$ cat config.mk
export PLATFORM = sky130hd
export DESIGN_NAME = uart_flag_ctrl
export DESIGN_NICKNAME = d
export VERILOG_FILES = /design/src/rtl/uart_flag_ctrl.sv
export SDC_FILE = /design/constraint.sdc
export NUM_CORES = 1
export LEC_CHECK = 0
export BUFFER_PORTS_ARGS = -buffer_cell sky130_fd_sc_hd__buf_2
export CORE_MARGIN = 4
export CORE_UTILIZATION = 49
export DETAILED_ROUTE_END_ITERATION = 8
export HOLD_SLACK_MARGIN = 0.02
export PLACE_DENSITY = 0.85
export SETUP_SLACK_MARGIN = 0.2
export SLEW_MARGIN = 10
export SYNTH_ARGS = -nofsm -noshare
export SYNTH_HDL_FRONTEND = slang
export SYNTH_SLANG_ARGS = --single-unit
$ cat constraint.sdc
create_clock -name clk -period 3.7 [get_ports clk]
set_input_delay 0.37 -clock clk [delete_from_list [all_inputs] [get_ports clk]]
set_output_delay 0.37 -clock clk [all_outputs]
set_load 0.01 [all_outputs]
$ cat src/rtl/uart_flag_ctrl.sv
module uart_flag_ctrl #(
  parameter int CNT_W = 5,
  parameter int DLY_W = 8,
  parameter int THR_W = 4
) (
  input  logic                         clk,
  input  logic                         rst_n,
  input  logic                         ctrl_we,
  input  logic [14+DLY_W+THR_W-1:0]    ctrl_wdata,
  output logic [14+DLY_W+THR_W-1:0]    ctrl_q,
  input  logic                         act_we,
  input  logic [14:0]                  act_wdata,
  output logic [6+2*CNT_W-1:0]         status_q,
  input  logic                         ev_rx_done,
  input  logic                         ev_overrun,
  input  logic                         ev_break,
  input  logic                         ev_frame,
  input  logic                         ev_parity,
  input  logic                         bit_tick,
  input  logic [CNT_W-1:0]             rx_count,
  input  logic [CNT_W-1:0]             tx_count,
  output logic                         rx_pull,
  output logic                         rx_clear,
  output logic                         tx_clear,
  output logic                         irq
);
  localparam int CTRL_W  = 14 + DLY_W + THR_W;
  localparam int DLY_LSB = 14;
  localparam int THR_LSB = 14 + DLY_W;

  logic [CTRL_W-1:0] ctrl;
  logic [4:0]        rxf;      // pe, fe, brk, oe, rrdy
  logic              trdy;
  logic              in_range_q;
  logic              started, fired;
  logic [DLY_W-1:0]  tcnt;

  wire [DLY_W-1:0] dly = ctrl[DLY_LSB +: DLY_W];
  wire [THR_W-1:0] thr = ctrl[THR_LSB +: THR_W];

  // receive-ready delay timer
  wire fire = started && !fired && (tcnt == dly);

  always_ff @(posedge clk) begin
    if (!rst_n) begin
      started <= 1'b0;
      fired   <= 1'b0;
      tcnt    <= '0;
    end else if (!started) begin
      started <= ev_rx_done;
      fired   <= 1'b0;
      tcnt    <= '0;
    end else if (rx_count == '0 && !ev_rx_done) begin
      started <= 1'b0;
    end else if (fire) begin
      fired <= 1'b1;
    end else if (bit_tick && !fired) begin
      tcnt <= tcnt + 1'b1;
    end
  end

  // receive-side flags
  wire [4:0] clr_sw = act_we ? act_wdata[4:0] : 5'b0;
  wire [4:0] set_sw = act_we ? act_wdata[9:5] : 5'b0;
  wire [4:0] set_hw = {ev_parity, ev_frame, ev_break, ev_overrun, fire};

  always_ff @(posedge clk) begin
    if (!rst_n) rxf <= '0;
    else        rxf <= set_sw | set_hw | (rxf & ~clr_sw);
  end

  // transmit-ready
  wire in_range   = ({1'b0, tx_count} <= {{(CNT_W+1-THR_W){1'b0}}, thr});
  wire trdy_set   = (act_we && act_wdata[14]) || (in_range && !in_range_q);
  wire trdy_clr   = (act_we && act_wdata[13]) || !in_range;

  always_ff @(posedge clk) begin
    if (!rst_n) begin
      trdy       <= 1'b0;
      in_range_q <= 1'b0;
    end else begin
      trdy       <= trdy_set || (trdy && !trdy_clr);
      in_range_q <= in_range;
    end
  end

  // control register
  always_ff @(posedge clk) begin
    if (!rst_n)       ctrl <= '0;
    else if (ctrl_we) ctrl <= ctrl_wdata;
  end

  assign ctrl_q   = ctrl;
  assign status_q = {tx_count, rx_count, rxf[4:1], trdy, rxf[0]};
  assign rx_pull  = act_we && act_wdata[10];
  assign rx_clear = act_we && act_wdata[11];
  assign tx_clear = act_we && act_wdata[12];
  assign irq      = |({trdy, rxf} & ctrl[5:0]);

  // assertions
  assert_sw_set_wins_R3: assert property (@(posedge clk) disable iff (!rst_n)
    (act_we && act_wdata[6]) |=> status_q[2]);

  assert_sw_clear_R2: assert property (@(posedge clk) disable iff (!rst_n)
    (act_we && act_wdata[1] && !act_wdata[6] && !ev_overrun) |=> !status_q[2]);

  assert_hw_event_wins_R4: assert property (@(posedge clk) disable iff (!rst_n)
    ev_break |=> status_q[3]);

  assert_no_idle_strobe_R5: assert property (@(posedge clk) disable iff (!rst_n)
    !act_we |-> !(rx_pull || rx_clear || tx_clear));

  assert_trdy_drop_R6: assert property (@(posedge clk) disable iff (!rst_n)
    (({1'b0, tx_count} > {{(CNT_W+1-THR_W){1'b0}}, ctrl_q[THR_LSB +: THR_W]})
      && !(act_we && act_wdata[14])) |=> !status_q[1]);

  assert_irq_follows_R10: assert property (@(posedge clk) disable iff (!rst_n)
    (status_q[2] && ctrl_q[1]) |-> irq);

  assert_irq_masked_R10: assert property (@(posedge clk) disable iff (!rst_n)
    (ctrl_q[5:0] == 6'b0) |-> !irq);
endmodule

==> key figures <==
Outcome
  • Status: complete, no violations

Synthesis
  • Sequential area share after synthesis: 41.2%
  • Syn_area_per_cell: ~9.6 µm²
  • Largest family of logic cells by synthesized area: simple AND/OR/NAND/NOR gates
  • Mapped Cells: approximately 220
  • Fraction of the mapped netlist area in simple logic gates: between 20% and 30%
  • Flops & latches, synth: 43
  • Async SR Flop Fraction: 0%
  • Synth Area in Compound Gates: between 10 and 15%
  • EDFF count, synth: 0
  • Post-synthesis mux area share: between 10% and 20%
  • Largest cells by area after synthesis: dfxtp_1 41%, mux2i_1 12%, nor2b_1 9.6%, buf_4 4.0%, ha_1 3.0%
  • Area share of fa/ha/maj cells after synthesis: between 2 and 3%
  • XOR/XNOR Fraction of Synth Area: about 2.1%
  • Yosys top cell area share: between 40% and 50%
  • Synth warn: 0
  • Main flop type after synthesis: dfxtp_1
  • Cell Area, Synth: between 2000 and 2500 µm²
  • Cell variety after synth: 37
  • Yosys top cell by area: dfxtp_1
  • Net Count, Synth: between 200 and 300

Worst setup path
  • Critical path's slowest cell: nor4b_4
  • Startpoint Class: flip-flop
  • Setup crit end kind: flip-flop
  • WP data arrival: a little over 2 ns
  • Crit-path cells: inv_1 -> a222oi_1 -> nor4b_4 -> o31ai_1 -> a21oi_1
  • CP Class: flip-flop to flip-flop
  • Top fanout value on the critical path: 18
  • CP peak stage delay: a little under 0.7 ns
  • Worst endpoint required time: roughly 3.9 ns

Clock tree
  • Hold bufs inserted after CTS: 0
  • CTS tree: done
  • Number of CTS-inserted buffers: 5
  • CTS H-tree lvls: 2
  • Post-CTS Setup Inserts: 0
  • Max clock buf depth: 2
  • Root Driver: clkbuf_8
  • Post-cts resize count: 0
  • Clock-pin slew on the worst setup and hold paths: ~0.080 ns
  • Clock latency on the worst-skew pair: ~0.30 ns
  • Clk sinks: between 40 and 50

Detailed routing
  • WL/cell: about 13 µm
  • Vias/cell: ~5.1
  • First-pass DRT Iterations: 4
  • Vias post-DR: around 1800
  • Residual DRC: 0
  • Initial DRC count: ~80
  • Routed Antenna Nets: 0
  • Final wirelength: 4800 µm

Placement
  • Final Wtd Congestion: 0.823
  • Port Buffers: around 110
  • Placed insts: ~350
  • DP Wirelength: around 3700 µm

STA
  • Count of final max-slew check failures: 0
  • Final hold viol count: 0
  • Clk_skew: about 0.0094 ns
  • Fmax: roughly 540 MHz
  • Period utilization: between 50% and 60%
  • Slew margin rel.: 48.1%
  • Worst-Margin Slew: 0.779 ns
  • Endpoints failing setup: 0
  • Final min period: 1.85 ns
  • Setup TNS: 0 ns
  • Unrepaired setup endpoints after global routing: false

Floorplan
  • Initial core utilization: about half
  • Die H: around 73 µm
  • Die footprint: approximately 5400 µm²
  • # rows: 23
  • # IOs: about 110
  • Core box area: 4060 µm²
  • Die width: approximately 73 µm

Cells and area
  • Antenna Cells: 0
  • Layout cell share with drive strength beyond 1: 37.5%
  • Syn-to-layout area delta: 26.4%
  • Final nets: 377
  • Final Instance Count excl. Fillers: between 300 and 400

Power and ir drop
  • Total Power: between 0.9 and 1 mW
  • Leakage: 1.29 nW
  • VDD IR max: 0.000257 V
  • Pwr Density: about 360 nW/µm²

Global route
  • Tot GR Track Use: between 10% and 20%
  • Grt ovf: 0
  • Initial antenna violation count: 0
  • First-pass GRT wire length: between 7000 and 8000 µm
  • Number of global-route vias before repair: about 1800
  • Pin count of the biggest net entering global routing: 38

Job
  • Maxcap violations: 0

Worst hold path
  • Hold/Removal Path Class: primary input to flip-flop
==> path summary, 6_finish.rpt <==
kind,start,endpoint,slack (ns),depth (start not counted)
max,ctrl_q[21]$_SDFFE_PN0P_,tcnt[7]$_SDFFE_PN0P_,1.85,5
min,ev_rx_done,started$_SDFF_PN0_,0.31,2
max reg2reg,ctrl_q[21]$_SDFFE_PN0P_,tcnt[7]$_SDFFE_PN0P_,1.85,5
min reg2reg,ctrl_q[8]$_SDFFE_PN0P_,ctrl_q[8]$_SDFFE_PN0P_,0.52,2
==> cell families (layout without fill, tap and decap cells) <==
family,count (synthesis),count (layout)
buf+inv,28,122
mux,26,26
xor+xnor,5,5
flops,43,43
simple gates,79,79
fa+ha+maj,5,5
compound gates,32,32
==> registers in the layout, indices dropped and copies added (netlist names) <==
name	count
ctrl_q	26
fired	1
in_range_q	1
tcnt	8
trdy	1
rxf	5
started	1
==> worst max-delay path, delay by kind of cell (launching register included) <==
kind	cells	cell delay, ns
compound gates	3	0.66
buf+inv	1	0.06
flops	1	0.38
simple gates	1	0.69
==> cell usage after synthesis, drive strengths merged (5+ instances only) <==
cell and number:
inv 8, a221oi 5, ha 5, o21ai 7, nor2b 33, a21oi 8, nor2 5, nand2 13
or3 5, dfxtp 43, mux2i 26, xnor2 5, buf 14, clkbuf 6
==> layout by cell type (no fill, tap or decap), drive strengths merged, types with 4 or more instances in the layout <==
cell / n
nor2: 5
nand4: 4
inv: 8
a21oi: 8
clkbuf: 6
and2: 4
nand2: 13
a221oi: 5
nand3: 4
or3: 5
xnor2: 5
buf: 106
mux2i: 26
o21ai: 7
dfxtp: 43
ha: 5
nor2b: 33
==> layer usage <==
layer / GRT usage, % / up-vias / part of all wire, %
li1: - / 933 / -
met1: 19.5 / 848 / 39
met2: 34.1 / 57 / 53
met3: 4.10 / 8 / 6.2
met4: 6.35 / 0 / 1.8
met5: 0 / - / 0
==> through the flow <==
stage	cell area [µm²]	util, %	setup WS [ns]	hold WS (ns)
final	2640	65.1	1.85	0.305
after global routing	2640	65.1	1.63	0.310
after CTS	2640	65.1	1.85	0.308
after detailed placement	2550	63.0	1.89	0.507
after global placement	2550	63.0	1.92	0.484
after floorplan	2090	-	2.15	0.459
==> cell type report <==
type                    instances  area [µm²]
fillers                       346        1420
multi-input cells             147        1070
flip-flops and latches         43         861
repair buffers                106         531
clock buffers                   6        72.6
well taps                      50        62.6
inverters                       8        30.0
clock inverters                 2        12.5
==> report_power, final <==
part | total (mW) | internal (mW) | switching (mW)
Clock | 0.288 | 0.132 | 0.156
Sequential | 0.505 | 0.487 | 0.0180
Combinational | 0.170 | 0.0868 | 0.0833
(Power assumes the default switching activity.)
